`src/rtl/rect_pkg.sv`:
```
package rect_pkg;
  localparam int FRAC_BITS = 2;
  localparam int STEP_W    = 4;
  localparam int ENTRY_W   = 2 * STEP_W;

  // width of an unsigned fixed-point coordinate spanning n_pix pixels
  function automatic int coord_w(input int n_pix);
    return $clog2(n_pix) + FRAC_BITS;
  endfunction

  // largest in-image coordinate, in quarter pixels
  function automatic int coord_max(input int n_pix);
    return (n_pix - 1) << FRAC_BITS;
  endfunction

  function automatic logic signed [STEP_W-1:0] step_of_x(input logic [ENTRY_W-1:0] e);
    return $signed(e[ENTRY_W-1:STEP_W]);
  endfunction

  function automatic logic signed [STEP_W-1:0] step_of_y(input logic [ENTRY_W-1:0] e);
    return $signed(e[STEP_W-1:0]);
  endfunction
endpackage

```
`src/rtl/rect_step_unpack.sv`:
```
module rect_step_unpack
  import rect_pkg::*;
(
  input  logic [ENTRY_W-1:0]       entry,
  output logic signed [STEP_W-1:0] step_x,
  output logic signed [STEP_W-1:0] step_y
);
  assign step_x = step_of_x(entry);
  assign step_y = step_of_y(entry);
endmodule

```
`src/rtl/rect_axis_acc.sv`:
```
module rect_axis_acc
  import rect_pkg::*;
#(
  parameter int CW   = 12,
  parameter int MAXV = 3004
) (
  input  logic                     clk,
  input  logic                     rst_n,
  input  logic                     upd,
  input  logic                     take_seed,
  input  logic [CW-1:0]            seed,
  input  logic signed [STEP_W-1:0] step,
  output logic signed [CW+1:0]     acc,
  output logic [CW-1:0]            coord,
  output logic                     oob
);
  localparam int AW = CW + 2;
  localparam logic signed [AW-1:0] MAX_S = AW'(MAXV);
  localparam logic signed [AW-1:0] POS_LIM = {1'b0, {(AW-1){1'b1}}};
  localparam logic signed [AW-1:0] NEG_LIM = {1'b1, {(AW-1){1'b0}}};

  function automatic logic signed [AW-1:0] sat_add(
    input logic signed [AW-1:0]     a,
    input logic signed [STEP_W-1:0] d
  );
    logic signed [AW:0] wide;
    wide = {a[AW-1], a} + {{(AW+1-STEP_W){d[STEP_W-1]}}, d};
    if (wide[AW] != wide[AW-1]) return wide[AW] ? NEG_LIM : POS_LIM;
    return wide[AW-1:0];
  endfunction

  logic signed [AW-1:0] base;
  logic signed [AW-1:0] nxt;

  assign base = take_seed ? $signed({2'b00, seed}) : acc;
  assign nxt  = sat_add(base, step);

  always_ff @(posedge clk) begin
    if (!rst_n)   acc <= '0;
    else if (upd) acc <= nxt;
  end

  logic below, above;
  assign below = acc < 0;
  assign above = acc > MAX_S;
  assign oob   = below | above;
  assign coord = below ? '0 : (above ? MAX_S[CW-1:0] : acc[CW-1:0]);
endmodule

```
`src/rtl/rect_stream_ctl.sv`:
```
module rect_stream_ctl (
  input  logic clk,
  input  logic rst_n,
  input  logic in_valid,
  input  logic in_sof,
  input  logic in_eol,
  input  logic out_ready,
  output logic in_ready,
  output logic accept,
  output logic take_seed,
  output logic out_valid,
  output logic out_sof,
  output logic out_eol
);
  logic row_first;

  assign in_ready  = !out_valid || out_ready;
  assign accept    = in_valid && in_ready;
  assign take_seed = row_first || in_sof;

  always_ff @(posedge clk) begin
    if (!rst_n) begin
      row_first <= 1'b1;
      out_valid <= 1'b0;
      out_sof   <= 1'b0;
      out_eol   <= 1'b0;
    end else if (accept) begin
      row_first <= in_eol;
      out_valid <= 1'b1;
      out_sof   <= in_sof;
      out_eol   <= in_eol;
    end else if (out_ready) begin
      out_valid <= 1'b0;
    end
  end
endmodule

```
`src/rtl/rect_coord_gen.sv`:
```
module rect_coord_gen
  import rect_pkg::*;
#(
  parameter int IMG_W = 752,
  parameter int IMG_H = 480,
  localparam int XW   = coord_w(IMG_W),
  localparam int YW   = coord_w(IMG_H)
) (
  input  logic          clk,
  input  logic          rst_n,
  input  logic          in_valid,
  output logic          in_ready,
  input  logic [7:0]    in_entry,
  input  logic          in_sof,
  input  logic          in_eol,
  input  logic [XW-1:0] seed_x,
  input  logic [YW-1:0] seed_y,
  output logic          out_valid,
  input  logic          out_ready,
  output logic [XW-1:0] out_x,
  output logic [YW-1:0] out_y,
  output logic          out_oob,
  output logic          out_sof,
  output logic          out_eol
);
  localparam int XMAX = coord_max(IMG_W);
  localparam int YMAX = coord_max(IMG_H);

  // named internal events, observed by the bound checker
  logic accept;
  logic take_seed;
  logic signed [STEP_W-1:0] dx, dy;
  logic signed [XW+1:0] acc_x;
  logic signed [YW+1:0] acc_y;
  logic oob_x, oob_y;

  rect_step_unpack u_unpack (
    .entry  (in_entry),
    .step_x (dx),
    .step_y (dy)
  );

  rect_stream_ctl u_ctl (
    .clk       (clk),
    .rst_n     (rst_n),
    .in_valid  (in_valid),
    .in_sof    (in_sof),
    .in_eol    (in_eol),
    .out_ready (out_ready),
    .in_ready  (in_ready),
    .accept    (accept),
    .take_seed (take_seed),
    .out_valid (out_valid),
    .out_sof   (out_sof),
    .out_eol   (out_eol)
  );

  rect_axis_acc #(.CW(XW), .MAXV(XMAX)) u_acc_x (
    .clk       (clk),
    .rst_n     (rst_n),
    .upd       (accept),
    .take_seed (take_seed),
    .seed      (seed_x),
    .step      (dx),
    .acc       (acc_x),
    .coord     (out_x),
    .oob       (oob_x)
  );

  rect_axis_acc #(.CW(YW), .MAXV(YMAX)) u_acc_y (
    .clk       (clk),
    .rst_n     (rst_n),
    .upd       (accept),
    .take_seed (take_seed),
    .seed      (seed_y),
    .step      (dy),
    .acc       (acc_y),
    .coord     (out_y),
    .oob       (oob_y)
  );

  assign out_oob = oob_x | oob_y;
endmodule

```
`config.mk`:
```
export PLATFORM = sky130hd
export DESIGN_NAME = rect_coord_gen
export DESIGN_NICKNAME = d
export VERILOG_FILES = /design/src/rtl/rect_pkg.sv /design/src/rtl/rect_step_unpack.sv /design/src/rtl/rect_axis_acc.sv /design/src/rtl/rect_stream_ctl.sv /design/src/rtl/rect_coord_gen.sv
export SDC_FILE = /design/constraint.sdc
export NUM_CORES = 1
export LEC_CHECK = 0
export ABC_AREA = 1
export BUFFER_PORTS_ARGS = -buffer_cell sky130_fd_sc_hd__buf_2
export CAP_MARGIN = 5
export CORE_MARGIN = 1.5
export CORE_UTILIZATION = 40
export CTS_CLUSTER_SIZE = 8
export DETAILED_ROUTE_END_ITERATION = 8
export GPL_TIMING_DRIVEN = 0
export PLACE_DENSITY = 0.69
export SYNTH_ARGS = -nofsm -noshare
export SYNTH_HDL_FRONTEND = slang
export SYNTH_SLANG_ARGS = --single-unit
```
`constraint.sdc`:
```
create_clock -name clk -period 3.6 [get_ports clk]
set_clock_uncertainty 0.1 [all_clocks]
set_input_delay 0.36 -clock clk [delete_from_list [all_inputs] [get_ports clk]]
set_output_delay 0.36 -clock clk [all_outputs]
set_load 0.03 [all_outputs]
```
Word level (Yosys, flattened, before mapping)
Index checks and enable logic that the tools add are counted.
{"block": "classes", "add_sub_neg": 2, "order_cmp": 4, "eq_ne": 2, "n_mux": 16, "bitwise_logic": 3, "reduce_logical": 5}
{"op": "$mux 14", "n": 4}
{"op": "$mux 13", "n": 4}
{"op": "$mux 12", "n": 2}
{"op": "$mux 11", "n": 2}
{"op": "$add 14x4->15", "n": 1}
{"op": "$add 13x4->14", "n": 1}
{"op": "$gt 14x13->1 const B", "n": 1}
{"op": "$lt 14x1->1 const B", "n": 1}
{"op": "$gt 13x12->1 const B", "n": 1}
{"op": "$lt 13x1->1 const B", "n": 1}
{"op": "$mux 1", "n": 4}
{"op": "$or 1x1->1", "n": 3}
{"op": "$logic_or 1x1->1", "n": 2}
{"op": "$ne 1x1->1", "n": 2}
{"op": "$reduce_bool 2->1", "n": 1}
{"op": "$logic_and 1x1->1", "n": 1}
{"op": "$logic_not 1->1", "n": 1}
{"block": "word_totals", "reg_bits": 31, "in_bits": 37, "output_inout_bits": 28, "wordCells": 38}

Longest topological paths before layout
Gate-level depths: netlist (run 1).
{"block": "logic_depth", "ltp_word": 6, "depth_mapped": 18, "mapped_depth_nobuf": 17}

By module
From an unflattened synthesis (run 1), not the netlist that was laid out.
{"block": "hier_totals", "hier_cells": 542, "hier_area_um2": 3415.8}
{"mod": "rect_axis_acc at u_acc_x", "n_inst": 1, "cells_each": 258, "area_per_inst_um2": 1627.8, "seq_area_each_um2": 280.3}
{"mod": "rect_axis_acc at u_acc_y", "n_inst": 1, "cells_each": 253, "area_per_inst_um2": 1550.2, "seq_area_each_um2": 260.2}
{"mod": "rect_stream_ctl", "n_inst": 1, "cells_each": 20, "area_per_inst_um2": 166.4, "seq_area_each_um2": 80.1}
{"mod": "rect_step_unpack", "n_inst": 1, "cells_each": 8, "area_per_inst_um2": 60.1, "seq_area_each_um2": 0.0}
{"mod": "rect_coord_gen", "n_inst": 1, "cells_each": 3, "area_per_inst_um2": 11.3, "seq_area_each_um2": 0.0}

Worst setup path after synthesis (run 1)
OpenSTA, ideal clock, no wires.
{"block": "synth_timing", "kind": "input port to flip-flop", "startpoint": "in in_sof", "endpoint": "reg u_acc_y.acc[9]", "setup_ns": 0.132, "t_arrival_ns": 2.719, "t_required_ns": 3.368, "slack_ns": 0.648, "cell_stages": 16, "path_buffers": 2, "cell_sequence": "nor2_1 clkinv_1 clkbuf_1 o21ai_0 ha_1 inv_1 fa_1 o21ai_2 nand2_1 nand3_1 nand2_1 nand2_1 nand2_2 buf_6 nand3_1 a21oi_1"}
{"block": "synth_between", "elab_chain_len": 6, "word_cells_on_any_way": 8, "cone_classes": "add/sub: 1; eq/ne: 1; mux: 5; reduce/logical: 1"}
{"item": "start, declared", "line": "rect_coord_gen.sv:14", "text": "input logic in_sof,"}
{"item": "$logic_or 1x1->1 *", "line": "rect_stream_ctl.sv:19", "text": "assign take_seed = row_first || in_sof;"}
{"item": "$mux 13 *", "line": "rect_axis_acc.sv:35", "text": "assign base = take_seed ? $signed({2'b00, seed}) : acc;"}
{"item": "$add 13x4->14 *", "line": "rect_axis_acc.sv:27", "text": "wide = {a[AW-1], a} + {{(AW+1-STEP_W){d[STEP_W-1]}}, d};"}
{"item": "$mux 13 / $ne 1x1->1 (equally long branches)", "line": "rect_axis_acc.sv:28", "text": "if (wide[AW] != wide[AW-1]) return wide[AW] ? NEG_LIM : POS_LIM;"}
{"item": "$mux 13 / $mux 1 (equally long branches)", "line": "rect_axis_acc.sv:28"}
{"item": "$mux 13 *", "line": "rect_axis_acc.sv:29", "text": "return wide[AW-1:0];"}
{"item": "end signal, assigned", "line": "rect_axis_acc.sv:40", "text": "else if (upd) acc <= nxt;"}
{"item": "end, declared", "line": "rect_axis_acc.sv:13", "text": "output logic signed [CW+1:0] acc,"}
Mark *: on every way between the ends. The rest lies on a longest branch, timed or not. The select of a mux whose other input is x is not followed.
A chain may end at the register's enable or synchronous reset.

Worst setup path after layout (run 1)
{"block": "layout_timing", "startpoint": "reg u_ctl.row_first", "endpoint": "reg u_acc_y.acc[10]"}
{"block": "layout_between", "elab_chain_len": 6, "word_cells_on_any_way": 8, "cone_classes": "add/sub: 1; eq/ne: 1; mux: 5; reduce/logical: 1"}
{"item": "start, declared", "line": "rect_stream_ctl.sv:15", "text": "logic row_first;"}
{"item": "start signal, assigned", "line": "rect_stream_ctl.sv:28", "text": "row_first <= in_eol;"}
{"item": "$logic_or 1x1->1 *", "line": "rect_stream_ctl.sv:19"}
{"item": "$mux 13 *", "line": "rect_axis_acc.sv:35"}
{"item": "$add 13x4->14 *", "line": "rect_axis_acc.sv:27"}
{"item": "$mux 13 / $ne 1x1->1 (equally long branches)", "line": "rect_axis_acc.sv:28"}
{"item": "$mux 13 / $mux 1 (equally long branches)", "line": "rect_axis_acc.sv:28"}
{"item": "$mux 13 *", "line": "rect_axis_acc.sv:29"}
Marks and branches as above.

==> results of run 1 <==
==> routing by layer <==
metal,track usage (%),share of wire (%)
met5,0,0
met4,6.72,2.1
met3,2.83,5.3
met2,39.8,49
met1,27.2,44
==> registers in the layout, summed over array words and instances (netlist names) <==
signal / cells
u_ctl.out_sof: 1
u_ctl.row_first: 1
u_ctl.out_valid: 1
u_acc_y.acc: 13
u_acc_x.acc: 14
u_ctl.out_eol: 1
==> cells in the final DEF (no fill, tap or decap), types with 8 or more instances in the layout <==
cell and instances:
nand2_1 159, inv_1 78, buf_2 63, o21ai_0 48
a21oi_1 46, nor2_1 41, dfxtp_1 31, ha_1 30
nand3_1 29, a21oi_2 14, clkbuf_1 9, xor2_1 9
nand2_2 8, xnor2_1 8
==> critical path, delay by kind of cell (launching register included) <==
family                     cells  cell delay, ns
and+or+nand+nor                8            1.00
DFF                            1            0.34
adders and majority gates      2            0.72
buffers and inverters          3            0.52
AOI/OAI and AO/OA              3            0.60
==> per-stage QoR <==
step                      hold WS [ns]  TNS, ns
final                            0.226        0
after global placement           0.357    -4.99
after global routing             0.230        0
after floorplan                  0.343        0
after CTS                        0.222        0
after detailed placement         0.371    -6.96
==> cell type report <==
class | count | share of cell area (%)
Multi-Input combinational cell | 422 | 59.7
Sequential cell | 31 | 16.0
Timing Repair Buffer | 66 | 8.69
Inverter | 81 | 7.92
Tap cell | 105 | 3.38
Clock buffer | 6 | 2.12
Buffer | 15 | 2.09
Clock inverter | 1 | 0.129
==> power by group <==
group | switching [mW] | internal, mW | total [mW]
logic | 0.490 | 0.251 | 0.741
clock network | 0.130 | 0.150 | 0.280
registers | 0.0315 | 0.384 | 0.416
total | 0.652 | 0.785 | 1.44
==> kinds of logic (layout without fill, tap and decap cells) <==
| family | count (synthesis) | in the layout |
|---|---|---|
| adders and majority gates | 32 | 32 |
| DFF | 31 | 31 |
| AOI/OAI and AO/OA | 114 | 114 |
| and+or+nand+nor | 259 | 259 |
| buffers and inverters | 96 | 169 |
| xor gates and xnor gates | 17 | 17 |
==> what timing repair did <==
action	CTS	global route
setup buffers	0	3
pin swaps	0	1
endpoints found under the setup margin	23	23
gates resized for setup	1	6
==> final timing paths <==
check | slack [ns] | depth (start not counted) | startpoint | end
worst max register to register | 0.25 | 16 | u_ctl.row_first$_SDFFE_PN1P_ | u_acc_y.acc[10]$_SDFFE_PN0P_
worst min-delay path | 0.23 | 3 | in_eol | u_ctl.row_first$_SDFFE_PN1P_
worst max-delay path | 0.25 | 16 | u_ctl.row_first$_SDFFE_PN1P_ | u_acc_y.acc[10]$_SDFFE_PN0P_
worst min register to register | 0.38 | 2 | u_ctl.out_eol$_SDFFE_PN0P_ | u_ctl.out_eol$_SDFFE_PN0P_
==> results.json, run 1 <==
{
  "cts_made_buffers": 5,
  "place_area_um2": 3760,
  "cp-end-kind": "flip-flop",
  "fmax_mhz": 299,
  "hold_buffers": 0,
  "fill_cells": 841,
  "worst_hold_path_type": "primary input to flip-flop",
  "io_buffer_count": 63,
  "seq_area_um2": 621,
  "grt_max_degree": 13,
  "drc_errors": 0,
  "vias": 3655,
  "antenna_cells": 0,
  "finalHoldViolCount": 0,
  "timing.final.crit_share_pct": 93.0,
  "die_h_um": 94.0,
  "p_leak_nw": 2.13,
  "drt_iter0_drc": 233,
  "post-place-ws_ns": -0.376,
  "synth_top_family_by_area": "simple AND/OR/NAND/NOR gates",
  "design_area_um2": 3890,
  "die-area_um2": 8840,
  "final_nets": 691,
  "hpwl_um": 7700,
  "drive_gt1_share_pct": 18.3,
  "critical-path-slowest-cell": "fa_1",
  "synth-compound-area-share_pct": 19.2,
  "synth.top_cell.area_share_pct": 18.7,
  "cp_cell_sequence": "nor2_4, clkinvlp_4, clkbuf_2, o21ai_0, ha_1, inv_1, fa_1, o21ai_2, nand2_1, nand3_1, nand2_1, nand2_1, nand3_2, nand2_2, nand2_1, a21oi_1",
  "initial_core_util_pct": 40.8,
  "clkTransAtPathRegs_ns": 0.07,
  "syn_area_um2": 3320,
  "antenna_found_initial": 0,
  "cts_root_buf": "clkbuf_8",
  "peakVddDrop_mv": 0.180,
  "postSynthCellCount": 549,
  "synthTopCellsByCount": "159 x nand2_1, 78 x inv_1, 48 x o21ai_0",
  "dpl.cell_count": 717,
  "area_delta_synth_final_pct": 17.2,
  "setup_violations": 0,
  "place.gp.congestion": 0.919,
  "critPathMaxFanout": 10,
  "max_stage_delay_ns": 0.43,
  "num_io_pins": 65,
  "synth_seq_area_share_pct": 18.7,
  "clock_latency_ns": 0.29,
  "synth_edf_count": 0,
  "die_w_um": 94.0,
  "criticalPathCategory": "flip-flop to flip-flop",
  "worst_slew_pin_slew_ns": 0.540,
  "track_usage_pct": 22.1,
  "grt_pass1_wl_um": 15300,
  "synthArstFlopShare_pct": 0,
  "critPathMostFrequentCell": "nand2_1",
  "dr.pass1.iters": 5,
  "status": "complete, no violations",
  "yosys-top-cells-area": "dfxtp_1 19%, nand2_1 18%, ha_1 11%",
  "synth_fa_ha_area_share_pct": 12.5,
  "antenna_left": 0,
  "synth.avg_cell_area_um2": 6.04,
  "fin_util_pct": 47.8,
  "p_total_mw": 1.44,
  "core.rowCount": 33,
  "cap_violations": 0,
  "yosysMostFrequentCell": "nand2_1",
  "setup_ws_ns": 0.250,
  "cp-start-kind": "flip-flop",
  "clockBufferDepth": 2,
  "htree_num_levels": 2,
  "critPathArrivalTime_ns": 3.46,
  "yosys-mux-area-fraction_pct": 0,
  "cts_sinks": 31,
  "synth_fp_nets": 618,
  "ys_types": 31,
  "gr-total-overflow": 0,
  "grt_setup_unrepaired": "no",
  "cp.required_ns": 3.71,
  "ys.flop_type": "dfxtp_1",
  "synth_xor_area_share_pct": 4.49,
  "cts_tree": "yes",
  "slew_headroom_pct": 64.0,
  "grt_pass1_vias": 3401,
  "instances_no_fill": 727,
  "synth-simple-area-share_pct": 33.5,
  "post_drt_via_cell_ratio": 5.03,
  "yosys_warnings": 0,
  "min_period_ns": 3.35,
  "ys_ff_latch": 31,
  "drv_slew": 0,
  "power_density_nw_per_um2": 370,
  "multiInputGateArea_um2": 2320,
  "drt_wl_total_um": 9380,
  "wl_per_cell_um": 12.9,
  "yosysTopAreaCell": "dfxtp_1",
  "core-area_um2": 8130
}
No activity file was read; power rests on OpenSTA's default activity.
==> run 2, diff against run 1 <==
SYNTH_HIERARCHICAL = 1   (was not set)
clock period = 3.8 ns   (was 3.6 ns; I/O delays follow)
==> run 2 against run 1 <==
Effect of this change: sequential power is 6.5% lower; power shrank 0.58%; critical endpoint is now u_acc_x/acc[4]$_SDFFE_PN0P_; clock power up 21%; critical path type unchanged; synthesized cell count down 1.6%; die area increased by 2.5%; flip-flop and latch count stayed put; first-iteration DRC count fell by 37%; register-to-register slack improved by 0.34 ns; count of clock-buffer cells in the layout stayed put; global-route usage is 2.2 points lower; combinational power down 5.3%.
==> results.json, run 2 <==
{
  "num_io_pins": 65,
  "place_area_um2": 3810,
  "p_leak_nw": 2.11,
  "die_h_um": 95.2,
  "slew_headroom_pct": 55.6,
  "vias": 3540,
  "hpwl_um": 7080,
  "finalHoldViolCount": 0,
  "setup_ws_ns": 0.595,
  "cts_sinks": 31,
  "postSynthCellCount": 540,
  "core.rowCount": 33,
  "seq_area_um2": 621,
  "criticalPathCategory": "flip-flop to flip-flop",
  "holdWs_ns": 0.274,
  "die_w_um": 95.2,
  "final_nets": 669,
  "dr.pass1.iters": 4,
  "top_regs": "u_acc_x/acc x14, u_acc_y/acc x13",
  "clock_latency_ns": 0.29,
  "die-area_um2": 9060,
  "cp-end-kind": "flip-flop",
  "grt_max_degree": 15,
  "yosys_warnings": 6,
  "hold_buffers": 0,
  "cap_violations": 0,
  "cp-start-kind": "flip-flop",
  "power_density_nw_per_um2": 364,
  "antenna_cells": 0,
  "setup_violations": 0,
  "post-place-ws_ns": 0.367,
  "fin_util_pct": 47.8,
  "peakVddDrop_mv": 0.156,
  "layout_commonest_cell": "nand2_1",
  "cts_root_buf": "clkbuf_8",
  "antenna_found_initial": 0,
  "grt_setup_unrepaired": "no",
  "worst_slew_pin_slew_ns": 0.665,
  "synth_fp_nets": 606,
  "regMostFlops": "u_acc_x/acc",
  "drc_errors": 0,
  "drt_wl_total_um": 8650,
  "timing.final.crit_share_pct": 84.3,
  "fmax_mhz": 312,
  "most-common-layout-cells": "146 x nand2_1, 68 x inv_1, 56 x buf_2",
  "design_area_um2": 3930,
  "io_buffer_count": 56,
  "postCtsResizedCells": 0,
  "htree_num_levels": 2,
  "syn_area_um2": 3400,
  "cp.required_ns": 3.87,
  "clkTransAtPathRegs_ns": 0.06,
  "min_period_ns": 3.21,
  "grt_pass1_vias": 3213,
  "wl_per_cell_um": 12.2,
  "track_usage_pct": 19.9,
  "largest_register_ffs": 14,
  "grt_pass1_wl_um": 14200,
  "gr-total-overflow": 0,
  "critPathMaxFanout": 14,
  "drv_slew": 0,
  "post_cts_buffers": 0,
  "area_delta_synth_final_pct": 15.6,
  "cts_made_buffers": 5,
  "core-area_um2": 8220,
  "timing.setup.tns_ns": 0,
  "antenna_left": 0,
  "initial_core_util_pct": 41.4,
  "critPathArrivalTime_ns": 3.27,
  "fill_cells": 856,
  "place.gp.congestion": 0.930,
  "worst_hold_path_type": "primary input to flip-flop",
  "cts_tree": "yes",
  "drive_gt1_share_pct": 22.4,
  "synth.avg_cell_area_um2": 6.30,
  "status": "complete, no violations",
  "clockBufferDepth": 2,
  "post_drt_via_cell_ratio": 4.99,
  "multiInputGateArea_um2": 2360,
  "drt_iter0_drc": 147
}
-- run 2: routing by layer --
metal  track usage (%)  part of all wire, %
met5                 0                    0
met1              24.5                   47
met2              35.3                   48
met3              1.59                  3.3
met4              8.21                  2.3
-- run 2: final timing paths --
check                               startpoint                           end  slack, ns  cells after the start
setup reg to reg  u_ctl/row_first$_SDFFE_PN1P_   u_acc_x/acc[4]$_SDFFE_PN0P_       0.59                     17
setup / recovery  u_ctl/row_first$_SDFFE_PN1P_   u_acc_x/acc[4]$_SDFFE_PN0P_       0.59                     17
hold / removal                          in_eol  u_ctl/row_first$_SDFFE_PN1P_       0.27                      3
hold reg to reg   u_ctl/row_first$_SDFFE_PN1P_  u_ctl/row_first$_SDFFE_PN1P_       0.35                      2
-- run 2: through the flow --
step	std cells	power, mW
after floorplan	540	0.930
after global placement	701	1.08
after detailed placement	701	1.09
after CTS	709	1.44
after global routing	709	1.53
final	709	1.43
-- run 2: area by class of cell --
type                            instances  share of cell area (%)
Tap cell                              105                    3.34
Multi-Input combinational cell        413                    59.9
Sequential cell                        31                    15.8
Clock buffer                            6                    2.10
Inverter                               75                    7.16
Buffer                                 21                    3.63
Clock inverter                          2                   0.891
Timing Repair Buffer                   56                    7.13
-- run 2: critical path, cell delays in order, from the launching register on --
cell	delay (ns)
dfxtp_1	0.30
or2_2	0.41
clkbuf_1	0.29
nand2_1	0.10
o21ai_0	0.08
ha_1	0.23
fa_1	0.41
nand2_1	0.08
nand2_1	0.08
nand3_2	0.07
nand2_2	0.08
nand2_2	0.10
nand2_1	0.07
nand2_1	0.07
nand2_2	0.08
a21oi_4	0.24
buf_6	0.20
a21oi_2	0.07
-- run 2: power breakdown --
part           internal [mW]  switching (mW)  leakage [nW]  total (mW)
clock                  0.212           0.126        0.0612       0.338
sequential             0.362          0.0269         0.258       0.389
combinational          0.242           0.460          1.79       0.702
total                  0.816           0.613          2.11        1.43
